===== src/rtl/spi_slv_pkg.sv =====
package spi_slv_pkg;

  // Transfer progress inside one select cycle
  typedef enum logic [1:0] {
    ST_IDLE  = 2'd0,
    ST_SHIFT = 2'd1,
    ST_DONE  = 2'd2
  } xfer_state_e;

  // Positions of the serial pins inside the synchronizer vector
  localparam int PIN_MOSI = 0;
  localparam int PIN_SCK  = 1;
  localparam int PIN_SS   = 2;
  localparam int PIN_CNT  = 3;

endpackage


===== src/rtl/spi_slv_sync.sv =====
module spi_slv_sync #(
  parameter int          WIDTH   = 3,
  parameter int          STAGES  = 2,
  parameter logic [WIDTH-1:0] RST_VAL = '0
) (
  input  logic             clk,
  input  logic             rst_n,
  input  logic [WIDTH-1:0] async_i,
  output logic [WIDTH-1:0] sync_o
);

  // STAGES must be at least 2
  logic [STAGES-1:0][WIDTH-1:0] chain_q;
  logic [STAGES-1:0][WIDTH-1:0] chain_d;

  always_comb begin
    chain_d = {chain_q[STAGES-2:0], async_i};
  end

  always_ff @(posedge clk or negedge rst_n) begin
    if (!rst_n) chain_q <= {STAGES{RST_VAL}};
    else        chain_q <= chain_d;
  end

  assign sync_o = chain_q[STAGES-1];

endmodule


===== src/rtl/spi_slv_txbuf.sv =====
module spi_slv_txbuf #(
  parameter int DATA_W = 8
) (
  input  logic              clk,
  input  logic              rst_n,
  input  logic              load_i,
  input  logic [DATA_W-1:0] data_i,
  input  logic              start_i,
  output logic [DATA_W-1:0] word_o,
  output logic              ready_o,
  output logic              underrun_o
);

  logic [DATA_W-1:0] hold_q, hold_d;
  logic              fresh_q, fresh_d;
  logic              urun_q, urun_d;

  always_comb begin
    hold_d  = hold_q;
    fresh_d = fresh_q;
    if (start_i) fresh_d = 1'b0;
    if (load_i) begin
      hold_d  = data_i;
      fresh_d = 1'b1;
    end
    urun_d = start_i & ~fresh_q;
  end

  always_ff @(posedge clk or negedge rst_n) begin
    if (!rst_n) begin
      hold_q  <= '0;
      fresh_q <= 1'b0;
      urun_q  <= 1'b0;
    end else begin
      hold_q  <= hold_d;
      fresh_q <= fresh_d;
      urun_q  <= urun_d;
    end
  end

  assign word_o     = hold_q;
  assign ready_o    = ~fresh_q;
  assign underrun_o = urun_q;


  ready_drop_chk: assert property (@(posedge clk) disable iff (!rst_n)
    load_i |=> !ready_o);


  ready_rise_chk: assert property (@(posedge clk) disable iff (!rst_n)
    (start_i && !load_i) |=> ready_o);


  underrun_src_chk: assert property (@(posedge clk) disable iff (!rst_n)
    underrun_o |-> $past(ready_o));

endmodule


===== src/rtl/spi_slv_shifter.sv =====
module spi_slv_shifter
  import spi_slv_pkg::*;
#(
  parameter int DATA_W = 8
) (
  input  logic              clk,
  input  logic              rst_n,
  input  logic              cpol_i,
  input  logic              sck_s_i,
  input  logic              mosi_s_i,
  input  logic              ss_n_s_i,
  input  logic [DATA_W-1:0] tx_word_i,
  output logic              start_o,
  output logic [DATA_W-1:0] rx_data_o,
  output logic              rx_valid_o,
  output logic              abort_o,
  output logic              miso_o
);

  localparam int CNT_W = (DATA_W > 2) ? $clog2(DATA_W) : 1;
  localparam int LAST  = DATA_W - 1;
  localparam logic [CNT_W-1:0] CNT_LAST = CNT_W'(LAST);

  xfer_state_e       state_q, state_d;
  logic [CNT_W-1:0]  cnt_q, cnt_d;
  logic [DATA_W-1:0] rx_sh_q, rx_sh_d;
  logic [DATA_W-1:0] tx_sh_q, tx_sh_d;
  logic [DATA_W-1:0] rx_hold_q, rx_hold_d;
  logic              valid_q, valid_d;
  logic              abort_q, abort_d;
  logic              lvl_d_q;
  logic              ss_d_q;

  logic lvl, lead, trail, ss_fall, ss_rise;
  logic [DATA_W-1:0] rx_next;

  // Edge detection relative to the idle level
  always_comb begin
    lvl     = sck_s_i ^ cpol_i;
    lead    = lvl & ~lvl_d_q;
    trail   = ~lvl & lvl_d_q;
    ss_fall = ss_d_q & ~ss_n_s_i;
    ss_rise = ~ss_d_q & ss_n_s_i;
    rx_next = {rx_sh_q[LAST-1:0], mosi_s_i};
  end

  always_comb begin
    state_d   = state_q;
    cnt_d     = cnt_q;
    rx_sh_d   = rx_sh_q;
    tx_sh_d   = tx_sh_q;
    rx_hold_d = rx_hold_q;
    valid_d   = 1'b0;
    abort_d   = 1'b0;
    unique case (state_q)
      ST_IDLE: begin
        tx_sh_d = tx_word_i;
        if (ss_fall) begin
          state_d = ST_SHIFT;
          cnt_d   = '0;
          rx_sh_d = '0;
        end
      end
      ST_SHIFT: begin
        if (ss_rise) begin
          abort_d = 1'b1;
          state_d = ST_IDLE;
          cnt_d   = '0;
        end else if (lead) begin
          rx_sh_d = rx_next;
          if (cnt_q == CNT_LAST) begin
            rx_hold_d = rx_next;
            valid_d   = 1'b1;
            state_d   = ST_DONE;
            cnt_d     = '0;
          end else begin
            cnt_d = cnt_q + CNT_W'(1);
          end
        end else if (trail && (cnt_q != '0)) begin
          tx_sh_d = {tx_sh_q[LAST-1:0], 1'b0};
        end
      end
      ST_DONE: begin
        if (ss_rise) state_d = ST_IDLE;
      end
      default: state_d = ST_IDLE;
    endcase
  end

  always_ff @(posedge clk or negedge rst_n) begin
    if (!rst_n) begin
      state_q   <= ST_IDLE;
      cnt_q     <= '0;
      rx_sh_q   <= '0;
      tx_sh_q   <= '0;
      rx_hold_q <= '0;
      valid_q   <= 1'b0;
      abort_q   <= 1'b0;
      lvl_d_q   <= 1'b0;
      ss_d_q    <= 1'b1;
    end else begin
      state_q   <= state_d;
      cnt_q     <= cnt_d;
      rx_sh_q   <= rx_sh_d;
      tx_sh_q   <= tx_sh_d;
      rx_hold_q <= rx_hold_d;
      valid_q   <= valid_d;
      abort_q   <= abort_d;
      lvl_d_q   <= lvl;
      ss_d_q    <= ss_n_s_i;
    end
  end

  assign start_o    = (state_q == ST_IDLE) & ss_fall;
  assign rx_data_o  = rx_hold_q;
  assign rx_valid_o = valid_q;
  assign abort_o    = abort_q;
  assign miso_o     = tx_sh_q[LAST];


  valid_pulse_chk: assert property (@(posedge clk) disable iff (!rst_n)
    rx_valid_o |=> !rx_valid_o);


  done_stable_chk: assert property (@(posedge clk) disable iff (!rst_n)
    (state_q == ST_DONE) |=> $stable(rx_data_o));


  abort_resets_chk: assert property (@(posedge clk) disable iff (!rst_n)
    abort_o |-> (state_q == ST_IDLE && cnt_q == '0 && !rx_valid_o));


  miso_still_chk: assert property (@(posedge clk) disable iff (!rst_n)
    (state_q == ST_SHIFT && !trail && !ss_rise) |=> $stable(miso_o));

endmodule


===== src/rtl/spi_slave_cpha0.sv =====
module spi_slave_cpha0
  import spi_slv_pkg::*;
#(
  parameter int DATA_W      = 8,
  parameter int SYNC_STAGES = 2
) (
  input  logic              clk,
  input  logic              rst_n,
  input  logic              cpol_i,
  input  logic              tx_load_i,
  input  logic [DATA_W-1:0] tx_data_i,
  output logic              tx_ready_o,
  output logic [DATA_W-1:0] rx_data_o,
  output logic              rx_valid_o,
  output logic              abort_o,
  output logic              underrun_o,
  input  logic              sck_i,
  input  logic              mosi_i,
  input  logic              ss_n_i,
  output logic              miso_o,
  output logic              miso_oe_o
);

  localparam logic [PIN_CNT-1:0] PIN_RST = PIN_CNT'(1) << PIN_SS;

  // Reset: asserted asynchronously, released on the clock
  logic [1:0] rst_pipe_q, rst_pipe_d;
  logic       rst_sync_n;

  always_comb rst_pipe_d = {rst_pipe_q[0], 1'b1};

  always_ff @(posedge clk or negedge rst_n) begin
    if (!rst_n) rst_pipe_q <= '0;
    else        rst_pipe_q <= rst_pipe_d;
  end

  assign rst_sync_n = rst_pipe_q[1];

  logic [PIN_CNT-1:0] pins_raw, pins_s;
  logic [DATA_W-1:0]  tx_word;
  logic               start;
  logic               miso_bit;

  always_comb begin
    pins_raw           = '0;
    pins_raw[PIN_MOSI] = mosi_i;
    pins_raw[PIN_SCK]  = sck_i;
    pins_raw[PIN_SS]   = ss_n_i;
  end

  spi_slv_sync #(
    .WIDTH   (PIN_CNT),
    .STAGES  (SYNC_STAGES),
    .RST_VAL (PIN_RST)
  ) u_sync (
    .clk     (clk),
    .rst_n   (rst_sync_n),
    .async_i (pins_raw),
    .sync_o  (pins_s)
  );

  spi_slv_txbuf #(
    .DATA_W (DATA_W)
  ) u_txbuf (
    .clk        (clk),
    .rst_n      (rst_sync_n),
    .load_i     (tx_load_i),
    .data_i     (tx_data_i),
    .start_i    (start),
    .word_o     (tx_word),
    .ready_o    (tx_ready_o),
    .underrun_o (underrun_o)
  );

  spi_slv_shifter #(
    .DATA_W (DATA_W)
  ) u_shifter (
    .clk        (clk),
    .rst_n      (rst_sync_n),
    .cpol_i     (cpol_i),
    .sck_s_i    (pins_s[PIN_SCK]),
    .mosi_s_i   (pins_s[PIN_MOSI]),
    .ss_n_s_i   (pins_s[PIN_SS]),
    .tx_word_i  (tx_word),
    .start_o    (start),
    .rx_data_o  (rx_data_o),
    .rx_valid_o (rx_valid_o),
    .abort_o    (abort_o),
    .miso_o     (miso_bit)
  );

  // Release the shared line asynchronously on deselect
  assign miso_oe_o = ~ss_n_i;
  assign miso_o    = miso_bit & ~ss_n_i;


  abort_vs_underrun_chk: assert property (@(posedge clk) disable iff (!rst_sync_n)
    abort_o |-> !$past(start));

endmodule


===== config.mk =====
export PLATFORM = sky130hd
export DESIGN_NAME = spi_slave_cpha0
export DESIGN_NICKNAME = d
export VERILOG_FILES = /design/src/rtl/spi_slv_pkg.sv /design/src/rtl/spi_slv_sync.sv /design/src/rtl/spi_slv_txbuf.sv /design/src/rtl/spi_slv_shifter.sv /design/src/rtl/spi_slave_cpha0.sv
export SDC_FILE = /design/constraint.sdc
export NUM_CORES = 1
export LEC_CHECK = 0
export BUFFER_PORTS_ARGS = -buffer_cell sky130_fd_sc_hd__buf_4
export CORE_ASPECT_RATIO = 0.9
export CORE_MARGIN = 4
export CORE_UTILIZATION = 48
export CTS_BUF_LIST = sky130_fd_sc_hd__clkbuf_16
export CTS_CLUSTER_SIZE = 14
export DETAILED_ROUTE_END_ITERATION = 7
export PLACE_DENSITY = 0.69
export SYNTH_ARGS = -nofsm -noshare
export SYNTH_HDL_FRONTEND = slang
export SYNTH_HIERARCHICAL = 1
export SYNTH_SLANG_ARGS = --single-unit

===== constraint.sdc =====
create_clock -name clk -period 4 [get_ports clk]
set_clock_uncertainty 0.05 [all_clocks]
set_input_delay 0.2 -clock clk [delete_from_list [all_inputs] [get_ports clk]]
set_output_delay 0.2 -clock clk [all_outputs]
set_load 0.01 [all_outputs]

==> After elaboration in Yosys (flattened, before gate mapping) <==
Index checks and enable logic that the tools add are counted.
{ "totals": {"reg_bits": 50, "elab_cells": 79} }
{ "op_classes": {"add_sub_neg": 1, "n_eq_ne": 11, "mux": 27, "bitwise_logic": 15, "reduce_logical": 10} }
{ "ops": {"columns": ["cell", "n"], "rows": [
  ["$mux W8", 3],
  ["$mux W7", 3],
  ["$pmux W8 S2", 1],
  ["$reduce_and A4 Y1", 4],
  ["$pmux W7 S2", 1],
  ["$mux W3", 4],
  ["$mux W2", 5],
  ["$mux W1", 8],
  ["$ne A2 B1 Y1 const B", 4],
  ["$and A1 B1 Y1", 7],
  ["$not A1 Y1", 7],
  ["$ne A3 B1 Y1 const B", 2],
  ["$pmux W2 S3", 1],
  ["$pmux W3 S2", 1],
  ["$ne A2 B2 Y1 const B", 2],
  ["$reduce_bool A2 Y1", 2],
  ["$add A3 B1 Y3 const B", 1],
  ["$eq A3 B3 Y1 const B", 1],
  ["$reduce_and A3 Y1", 1],
  ["$reduce_bool A3 Y1", 1],
  ["$eq A2 B1 Y1 const B", 1],
  ["$eq A2 B2 Y1 const B", 1],
  ["$logic_not A2 Y1", 1],
  ["$logic_and A1 B1 Y1", 1],
  ["$xor A1 B1 Y1", 1]
]} }

==> Logic depth before layout (Yosys ltp) <==
Gate-level depths: netlist (run 1).
{ "logic_depth": {"ltp_word": 8, "mapped_depth": 7, "mapped_depth_nobuf": 6} }

==> Hierarchy <==
Netlist (run 1), hierarchy kept.
{ "modules_own_cells": {"columns": ["module", "n_inst", "cells_each", "area_each_um2", "seq_area_each_um2"], "rows": [
  ["spi_slv_shifter", 1, 116, 1450.1, 802.0],
  ["spi_slv_txbuf", 1, 22, 399.1, 250.2],
  ["spi_slv_sync", 1, 6, 152.6, 152.6],
  ["spi_slave_cpha0", 1, 5, 63.8, 50.0]
]} }

==> Worst setup path after synthesis (run 1) <==
OpenSTA, ideal clock, no wires.
{ "synth_path": {"kind": "flip-flop to flip-flop", "startpoint": "register u_shifter.state_q[1]", "endpoint": "register u_shifter.rx_hold_q[0] (netlist: u_shifter/rx_data_o[0])", "setup_ns": 0.125, "arrival_time_ns": 1.412, "setup_slack_ns": 2.413, "stages_incl_launch_ff": 7, "n_path_buf": 2, "synth_period_minus_slack_ns": 1.587, "cell_sequence": "dfrtp_1 > buf_6 > nand2b_1 > buf_6 > nor4_4 > nand2_4 > mux2_4"} }
{ "synth_between": {"elab_chain_len": 2} }
{ "synth_rtl": {"columns": ["element", "line", "source"], "rows": [
  ["start: declaration", "spi_slv_shifter.sv:24", "xfer_state_e state_q, state_d;"],
  ["start signal: assignment", "spi_slv_shifter.sv:102", "state_q <= state_d;"],
  ["$eq A2 B1 Y1", "spi_slv_shifter.sv:55", "unique case (state_q)"],
  ["$reduce_and A4 Y1 (no line)", null, null],
  ["end signal: assignment", "spi_slv_shifter.sv:106", "rx_hold_q <= rx_hold_d;"],
  ["end: declaration", "spi_slv_shifter.sv:28", "logic [DATA_W-1:0] rx_hold_q, rx_hold_d;"]
]} }
Every way passes these cells.
A chain may end at the register's enable or synchronous reset.

==> Worst setup path in the final report (run 1) <==
Ends and elaborated chain as after synthesis.

==> results by group, run 1 <==
Floorplanning
  – Num ports: 29
  – Starting Density: 50.0%
  – Row cnt: 22
  – Die W: 77.2 µm
  – CORE AREA: 4130 µm²
  – Die area: 5420 µm²
  – Die H: 70.2 µm

Setup path
  – Critical Path Fanout Max: 11
  – Crit path buf inv count: 0
  – Crit path from: u_shifter/state_q[1]
  – CP Depth: 4
  – Critical Path Max Stage Delay: 0.61 ns
  – Crit path kind: reg2reg
  – RR Startpoint: u_shifter/state_q[1]
  – CP Cell Sequence: nand2b_1, nor4_4, nand2_4, mux2_4
  – Startpoint types: flop
  – CP required: 4.12 ns
  – Arr. time, crit path: 2.36 ns
  – R2R cell count: 4
  – Worst Setup End Kind: flop
  – Slowest CP cell: nor4_4
  – Largest delay contributor family on the critical path: simple AND/OR/NAND/NOR gates

Synthesis
  – Most frequent cell after synthesis: dfrtp_1
  – Share of the synthesized area in the top cell type: 56.9%
  – Warnings, synthesis: 6
  – Post-Syn Instances: 149
  – Synthesized net count: 168
  – Most frequent cells after synthesis: dfrtp_1 (47), mux2_4 (16), nand2_1 (13)
  – Area contributors post-synth: dfrtp_1 (57%), mux2_4 (12%), a22o_1 (4.2%)
  – Yosys cell types: 28
  – Register area share after synthesis: 60.8%
  – Cell taking the most area after synthesis: dfrtp_1
  – Post-synth EDFFs: 0
  – Syn_area_per_cell: 13.9 µm²
  – Synth Flop Type: dfrtp_1
  – Seq cells post-synth: 50
  – Area of the mapped netlist: 2070 µm²
  – Post-synthesis async set-or-reset flop share: 100%

Hold path
  – Hold depth: 2
  – HP Start: tx_data_i[0]
  – HP Class: in2reg

Route
  – # DRC: 0
  – Via density: 5.23
  – Metal-1 WL: 1550 µm
  – Top sig layer: met4
  – First-pass DRT Iterations: 4
  – Routed Antenna Nets: 0
  – Drt wl/cell: 15.0 µm
  – Met2 routed WL: 1740 µm
  – Vias: 1,213
  – DRT iter0 DRCs: 116
  – Final wirelength: 3490 µm
  – Routed wl met3: 163 µm

Clock tree
  – Total number of H-tree levels: 2
  – Num CTS Buffers: 5
  – Clock latency on the worst-skew pair: 0.28 ns
  – Root buf cell: clkbuf_16
  – CTS sink count: 50
  – Worst-path clk slew: 0.06 ns
  – Clk buf depth: 2
  – CTS tree: built
  – # resized after CTS: 0

Placed design
  – Number of I/O port buffers: 28
  – DP Cell Count: 220
  – Dpl hpwl: 2530 µm
  – RD Place Congestion: 0.783

Global route
  – Largest net degree at the start of global routing: 49
  – Vias in the first global route: 1,307
  – Total grt overflow: 0
  – Overall routing resource usage: 14.4%
  – First-pass GRT wire length: 6170 µm
  – Initial antenna violation count: 0

Timing
  – Fmax: 446 MHz
  – Rel. slew slack: 33.7%
  – Final min period: 2.24 ns
  – Least-Margin Pin Slew: 0.994 ns
  – Pins Over Slew Limit: 0
  – Final Cycle Share: 56.0%
  – TNS Setup: 0 ns
  – RSZ-0062 raised after global routing: no
  – # setup viols final: 0
  – Final Hold Vio Count: 0

Power and ir drop
  – Clock share of power: 36.7%
  – P_int: 948 µW
  – Max VDD drop: 0.000354 V
  – Switching power: 305 µW
  – PwrDens: 501 nW/µm²
  – Sw Ratio: 24.3%
  – Pleak: 1.29 nW
  – Comb pwr share: 13.5%
  – Seq pwr share: 49.8%

Cells and area
  – Nets: 202
  – Diodes inserted: 0
  – Layout cells sized above 1: 32.6%
  – Fillers: 315
  – Area grow syn2layout: 21.0%
  – Final non-filler cell total: 232

Job
  – MaxCap Viol Count: 0

Status
  – Status: finished clean
-- power by group through the flow --
| stage | Combinational (mW) | Sequential [mW] | Clock (mW) |
|---|---|---|---|
| floorplan | 0.130 | 0.616 | 0 |
| global placement | 0.158 | 0.628 | 0 |
| detailed placement | 0.167 | 0.633 | 0 |
| CTS | 0.171 | 0.625 | 0.468 |
| global route | 0.191 | 0.635 | 0.487 |
| finish | 0.169 | 0.623 | 0.460 |
-- metal layers --
metal | vias to the layer above | global-route usage (%)
met3 | 5 | 3.74
met5 | - | 0
met1 | 600 | 18.4
met2 | 28 | 23.6
li1 | 580 | -
met4 | 0 | 5.34
-- registers in the layout (all words and copies together), names as in the netlist, 2 cells and up --
register and count:
u_shifter/cnt_q 3, u_txbuf/word_o 8, u_sync/sync_o 3, u_sync/chain_d 3, u_shifter/rx_sh_q 7, u_shifter/state_q 2, rst_pipe_q 2, u_shifter/rx_data_o 8
u_shifter/tx_sh_q 8
-- what timing repair did --
| action | CTS | global route |
|---|---|---|
| buffers inserted | 0 | 0 |
| hold buffers | 4 | 0 |
| hold endpoints to repair | 5 | 0 |
-- path summary, 6_finish.rpt --
path,to,slack (ns)
min,u_txbuf/word_o[0],0.1
max reg2reg,u_shifter/rx_data_o[0],1.76
max,u_shifter/rx_data_o[0],1.76
min reg2reg,rst_pipe_q[1],0.30
max in group asynchronous,u_txbuf/word_o[3],2.90
min in group asynchronous,rst_pipe_q[0],0.19
-- per-stage QoR --
stage               util [%]  power [mW]  hold WS [ns]  area (µm²)  worst slack, ns
finish                  60.5        1.25        0.0957        2500             1.76
global route            60.5        1.31        0.0941        2500             1.63
CTS                     60.5        1.26        0.0902        2500             1.75
detailed placement      55.5       0.799       -0.0654        2290             1.75
global placement        55.5       0.786       -0.0675        2290             1.86
floorplan                  -       0.746        -0.146        2070             2.41
-- worst reg2reg max path, stage by stage, from the launching register on --
cell and delay, ns:
dfrtp_1 0.46, nand2b_1 0.44, nor4_4 0.61, nand2_4 0.22
mux2_4 0.35
-- placed cells by master (no fill, tap or decap), types with 2 or more instances in the layout --
| master | netlist | routed |
|---|---|---|
| o21ai_0 | 8 | 8 |
| inv_1 | 7 | 7 |
| ha_1 | 4 | 4 |
| clkinv_2 | 0 | 2 |
| nand2b_1 | 3 | 3 |
| mux2_4 | 16 | 16 |
| dfstp_2 | 3 | 3 |
| clkbuf_16 | 0 | 5 |
| o21bai_1 | 2 | 2 |
| nand2_1 | 13 | 13 |
| mux2i_1 | 7 | 7 |
| nor2_1 | 6 | 6 |
| dfrtp_1 | 47 | 46 |
| a22o_1 | 10 | 10 |
| dlygate4sd3_1 | 0 | 4 |
| buf_4 | 0 | 28 |
| a21oi_1 | 2 | 2 |
| nor2b_1 | 4 | 4 |
-- layout make-up --
cell class | instances | area (µm²) | area share [%]
Timing Repair Buffer | 32 | 250 | 10.0
Inverter | 7 | 26.3 | 1.05
Clock inverter | 3 | 40.0 | 1.60
Tap cell | 48 | 60.1 | 2.40
Multi-Input combinational cell | 87 | 741 | 29.6
Clock buffer | 5 | 125 | 5.01
Sequential cell | 50 | 1260 | 50.3
-- cells by family after synthesis --
kind of cell | share of synthesized area (%)
AOI/OAI and AO/OA | 9.09
other | 0.182
DFF | 60.8
buffers and inverters | 3.39
xor gates and xnor gates | 0.788
muxes | 15.0
adders and majority gates | 2.42
and+or+nand+nor | 8.36
(Power assumes the default switching activity.)
==> run 2, diff against run 1 <==
==> constraint.sdc (replaced) <==
create_clock -name clk -period 2.1 [get_ports clk]
set_clock_uncertainty 0.05 [all_clocks]
set_input_delay 0.105 -clock clk [delete_from_list [all_inputs] [get_ports clk]]
set_output_delay 0.105 -clock clk [all_outputs]
set_load 0.01 [all_outputs]
==> results by group, run 2 (synthesis gave the netlist of run 1 again) <==
Placed design
  – DP Cell Count: 225 (+2.3%)
  – RD Place Congestion: 0.812 (+3.7%)
  – Number of I/O port buffers: 28 (unchanged)
  – Dpl hpwl: 2430 µm (-3.9%)

Timing
  – Final min period: 1.68 ns (-0.557 ns)
  – Rel. slew slack: 47.0% (+13 points)
  – TNS Setup: 0 ns (unchanged)
  – Final Cycle Share: 80.1% (+24 points)
  – Pins Over Slew Limit: 0 (unchanged)
  – RSZ-0062 raised after global routing: no
  – Fmax: 594 MHz (+33%)
  – Hold Slack: 0.00604 ns (-0.0896 ns)
  – Least-Margin Pin Slew: 0.796 ns (-0.198 ns)
  – Final Hold Vio Count: 0 (unchanged)
  – # setup viols final: 0 (unchanged)

Setup path
  – CP required: 2.22 ns (-1.90 ns)
  – Critical Path Max Stage Delay: 0.55 ns (-0.06 ns)
  – CP Cell Sequence: or3b_1, a21oi_1, o21ai_0, a22o_1
  – Arr. time, crit path: 1.80 ns (-0.56 ns)
  – Startpoint types: flop
  – Slowest CP cell: dfstp_2
  – Largest delay contributor family on the critical path: compound AO/OA/AOI/OAI gates
  – Worst Setup End Kind: flop
  – Crit path buf inv count: 0 (unchanged)
  – Crit path kind: reg2reg
  – Critical Path Fanout Max: 4 (-7)

Clock tree
  – CTS tree: built
  – # resized after CTS: 0 (unchanged)
  – CTS sink count: 50 (unchanged)
  – Clk buf depth: 2 (unchanged)
  – Root buf cell: clkbuf_16
  – Clock latency on the worst-skew pair: 0.28 ns (about the same)
  – Num CTS Buffers: 5 (unchanged)
  – Total number of H-tree levels: 2 (unchanged)
  – Worst-path clk slew: 0.06 ns (about the same)

Floorplanning
  – Row cnt: 22 (unchanged)
  – Num ports: 29 (unchanged)
  – Die W: 77.2 µm (unchanged)
  – Die H: 70.2 µm (unchanged)
  – CORE AREA: 4130 µm² (unchanged)
  – Starting Density: 50.0% (unchanged)
  – Die area: 5420 µm² (unchanged)

Global route
  – First-pass GRT wire length: 5870 µm (-4.9%)
  – Vias in the first global route: 1,289 (-1.4%)
  – Gr busiest metal: met2
  – Total grt overflow: 0 (unchanged)
  – Met1 global-route usage: 17.1% (-1.3 points)
  – Initial antenna violation count: 0 (unchanged)
  – Largest net degree at the start of global routing: 40 (-18%)
  – Routing usage on met2: 22.4% (-1.2 points)
  – Overall routing resource usage: 13.7% (-0.74 points)
  – Met3 usage: 3.87% (+0.13 points)

Route
  – DRT iter0 DRCs: 31 (-73%)
  – # DRC: 0 (unchanged)
  – Drt wl/cell: 14.0 µm (-6.7%)
  – Routed Antenna Nets: 0 (unchanged)
  – Vias: 1,266 (+4.4%)
  – Via density: 5.28 (+0.89%)
  – Final wirelength: 3370 µm (-3.5%)
  – First-pass DRT Iterations: 4 (unchanged)

Power and ir drop
  – Total Power: 2.38 mW (+90%)
  – PwrDens: 930 nW/µm² (+85%)
  – Max VDD drop: 0.000503 V (+42%)
  – Pleak: 1.33 nW (+3.1%)

Cells and area
  – Area grow syn2layout: 24.1%
  – Fillers: 324 (+2.9%)
  – Final non-filler cell total: 240 (+3.4%)
  – Most frequent cells in the layout: dfrtp_1 (46), buf_4 (33), mux2_4 (16)
  – Layout cells sized above 1: 32.8% (+0.20 points)
  – Diodes inserted: 0 (unchanged)
  – Most common cell after layout, fill and taps aside: dfrtp_1
  – Nets: 210 (+4.0%)

Status
  – Status: finished clean

Hold path
  – HP Class: in2reg

Job
  – MaxCap Viol Count: 0 (unchanged)
run 2: changes by cell type in the layout (fill, tap and decap cells not counted):
cell           change
buf_4              +5
clkinv_2           -2
dlygate4sd3_1      +3
inv_1              +2
run 2: timing repair:
item | 4_1_cts | 5_1_grt
hold buffers | 7 | 0
endpoints found under the setup margin | 0 | 0
buffers inserted | 0 | 0
hold endpoints to repair | 8 | 0
run 2: report_power, final:
| group | total, mW | internal, mW | switching [mW] |
|---|---|---|---|
| sequential | 1.18 | 1.09 | 0.0957 |
| combinational | 0.344 | 0.180 | 0.164 |
| clock | 0.858 | 0.552 | 0.305 |
| total | 2.38 | 1.82 | 0.565 |
run 2: path summary, 6_finish.rpt:
path                       slack (ns)  cells past startpoint                      to               from
min reg2reg                      0.30                      0        u_sync/sync_o[0]  u_sync/chain_d[3]
max reg2reg                      0.42                      4      u_shifter/cnt_q[0]   u_shifter/ss_d_q
min                             0.006                      2       u_txbuf/word_o[3]       tx_data_i[3]
max in group asynchronous        1.07                      1  u_shifter/rx_data_o[5]      rst_pipe_q[1]
min in group asynchronous        0.09                      2           rst_pipe_q[0]              rst_n
max                              0.42                      4      u_shifter/cnt_q[0]   u_shifter/ss_d_q
run 2: area by class of cell:
type / count / area [µm²] / area share (%)
Inverter: 7 / 26.3 / 1.02
Timing Repair Buffer: 40 / 318 / 12.4
Multi-Input combinational cell: 87 / 741 / 28.9
Sequential cell: 50 / 1260 / 49.0
Clock buffer: 5 / 125 / 4.88
Clock inverter: 3 / 37.5 / 1.46
Tap cell: 48 / 60.1 / 2.34
run 2: layer usage:
metal / vias up / share of wire (%) / routed length, µm
met5: - / 0 / 0
li1: 600 / - / -
met4: 0 / 1.5 / 52
met1: 612 / 45 / 1520
met3: 7 / 5.5 / 185
met2: 47 / 48 / 1610
run 2: stage by stage:
| stage | worst slack, ns | utilization [%] | cell area, µm² |
|---|---|---|---|
| 2_1_floorplan | 0.513 | - | 2070 |
| 3_3_place_gp | 0.473 | 56.5 | 2330 |
| 3_5_place_dp | 0.419 | 56.5 | 2330 |
| 4_1_cts | 0.411 | 62.1 | 2560 |
| 5_1_grt | 0.339 | 62.1 | 2560 |
| 6_report | 0.417 | 62.1 | 2560 |
==> run 3, diff against run 2 <==
--- a/config.mk
+++ b/config.mk
@@ -12,7 +12,7 @@
 export CTS_BUF_LIST = sky130_fd_sc_hd__clkbuf_16
 export CTS_CLUSTER_SIZE = 14
 export DETAILED_ROUTE_END_ITERATION = 7
-export PLACE_DENSITY = 0.69
+export PLACE_DENSITY = 0.71
 export SYNTH_ARGS = -nofsm -noshare
 export SYNTH_HDL_FRONTEND = slang
 export SYNTH_HIERARCHICAL = 1
==> constraint.sdc (replaced) <==
create_clock -name clk -period 1.4 [get_ports clk]
set_clock_uncertainty 0.05 [all_clocks]
set_input_delay 0.07 -clock clk [delete_from_list [all_inputs] [get_ports clk]]
set_output_delay 0.07 -clock clk [all_outputs]
set_load 0.01 [all_outputs]
==> results by group, run 3 (synthesis gave the netlist of run 1 again) <==
Timing
  – Final Cycle Share: 116% (+36 points)
  – Final Hold Vio Count: 0 (unchanged)
  – RSZ-0062 raised after global routing: yes
  – Fmax: 617 MHz (+3.8%)
  – # setup viols final: 25 (+25)
  – Pins Over Slew Limit: 0 (unchanged)
  – TNS Setup: -3.70 ns (-3.70 ns)
  – Final min period: 1.62 ns (-0.0618 ns)
  – Worst setup margin: -0.221 ns (-0.638 ns)

Power and ir drop
  – PwrDens: 1400 nW/µm² (+50%)
  – Max VDD drop: 0.000983 V (+95%)
  – Pleak: 1.46 nW (+9.8%)

Route
  – Drt wl/cell: 16.2 µm (+16%)
  – # DRC: 0 (unchanged)
  – First-pass DRT Iterations: 5 (+1)
  – DRT iter0 DRCs: 71 (+130%)
  – Final wirelength: 4200 µm (+25%)
  – Vias: 1,380 (+9.0%)
  – Routed Antenna Nets: 0 (unchanged)
  – Via density: 5.33 (+1.0%)

Setup path
  – Startpoint types: flop
  – Arr. time, crit path: 1.74 ns (-0.06 ns)
  – Worst Setup End Kind: flop
  – CP required: 1.52 ns (-0.70 ns)
  – Critical Path Fanout Max: 7 (+3)
  – Crit path kind: reg2reg

Floorplanning
  – Num ports: 29 (unchanged)
  – Die H: 70.2 µm (unchanged)
  – Row cnt: 22 (unchanged)
  – Starting Density: 50.0% (unchanged)
  – Die W: 77.2 µm (unchanged)
  – Die area: 5420 µm² (unchanged)
  – CORE AREA: 4130 µm² (unchanged)

Clock tree
  – Root buf cell: clkbuf_16
  – CTS tree: built
  – CTS sink count: 50 (unchanged)
  – Clock latency on the worst-skew pair: 0.28 ns (about the same)
  – Total number of H-tree levels: 2 (unchanged)
  – Worst-path clk slew: 0.06 ns (about the same)
  – Num CTS Buffers: 5 (unchanged)
  – Clk buf depth: 2 (unchanged)

Cells and area
  – Final non-filler cell total: 259 (+7.9%)
  – Layout cells sized above 1: 46.4% (+14 points)
  – Diodes inserted: 0 (unchanged)
  – Fillers: 290 (-10%)
  – Nets: 229 (+9.0%)
  – Most common cell after layout, fill and taps aside: dfrtp_1
  – Area grow syn2layout: 40.3%
  – Most frequent cells in the layout: dfrtp_1 (46), buf_4 (42), mux2_4 (16)

Placed design
  – RD Place Congestion: 0.857 (+5.6%)
  – Dpl ws: -0.212 ns (-0.631 ns)
  – Dpl hpwl: 2610 µm (+7.1%)
  – Number of I/O port buffers: 28 (unchanged)
  – DP Cell Count: 234 (+4.0%)

Global route
  – Initial antenna violation count: 0 (unchanged)
  – First-pass GRT wire length: 7110 µm (+21%)
  – Overall routing resource usage: 16.9% (+3.3 points)
  – Total grt overflow: 0 (unchanged)
  – Largest net degree at the start of global routing: 22 (-45%)
  – Vias in the first global route: 1,424 (+10%)

Status
  – Status: finished, violations left
  – Failing checks: negative setup slack

Hold path
  – HP Class: in2async

Job
  – MaxCap Viol Count: 0 (unchanged)
-- run 3: repair_timing --
action	CTS	global route
pin swaps	19	9
hold buffers	12	0
endpoints found under the hold margin	13	0
resized for setup	26	8
setup endpoints to repair	25	30
buffers inserted	1	2
gates cloned	2	0
-- run 3: path summary, 6_finish.rpt --
path	start	to	slack, ns	cells after the start
max in group asynchronous	rst_pipe_q[1]	u_shifter/tx_sh_q[0]	0.68	1
worst max register to register	u_shifter/ss_d_q	u_shifter/rx_sh_q[6]	-0.22	4
worst max-delay path	u_shifter/ss_d_q	u_shifter/rx_sh_q[6]	-0.22	4
worst min-delay path	rst_n	rst_pipe_q[0]	0.07	2
worst min register to register	rst_pipe_q[1]	u_txbuf/word_o[6]	0.13	0
min in group clk	tx_load_i	u_txbuf/fresh_q	0.11	2
-- run 3: area by class of cell --
type,instances,area [µm²],share of cell area (%)
inverter,7,26.3,0.907
timing repair buffer,58,489,16.9
multi-input combinational,88,877,30.3
clock buffer,5,125,4.32
clock inverter,3,63.8,2.20
sequential,50,1260,43.4
tap,48,60.1,2.07
-- run 3: per-stage QoR --
stage,instance area (µm²),utilization [%],power [mW],hold WS [ns]
6_report,2900,70.2,4.04,0.0657
5_1_grt,2900,70.2,4.22,0.0715
4_1_cts,2840,68.8,4.03,0.0570
3_5_place_dp,2430,58.9,2.38,-0.191
3_3_place_gp,2430,58.9,2.35,-0.197
2_1_floorplan,2090,-,2.15,-0.276
-- run 3: worst max-delay path: stages, from the launching register on --
cell and delay (ns):
dfstp_2 0.57, or3b_4 0.44, o41ai_4 0.08, o21bai_4 0.15
a22o_1 0.21
-- run 3: report_power, final --
| part | leakage, nW | switching [mW] | internal, mW |
|---|---|---|---|
| Clock | 0.0915 | 0.479 | 1.02 |
| Sequential | 0.630 | 0.154 | 1.63 |
| Combinational | 0.734 | 0.358 | 0.405 |
-- run 3: layer usage --
layer | vias to the layer above | GRT usage [%] | share of wire (%)
met5 | - | 0 | 0
met4 | 0 | 6.13 | 2.0
met3 | 8 | 4.38 | 4.3
met2 | 46 | 28.9 | 52
met1 | 685 | 20.6 | 42
li1 | 641 | - | -
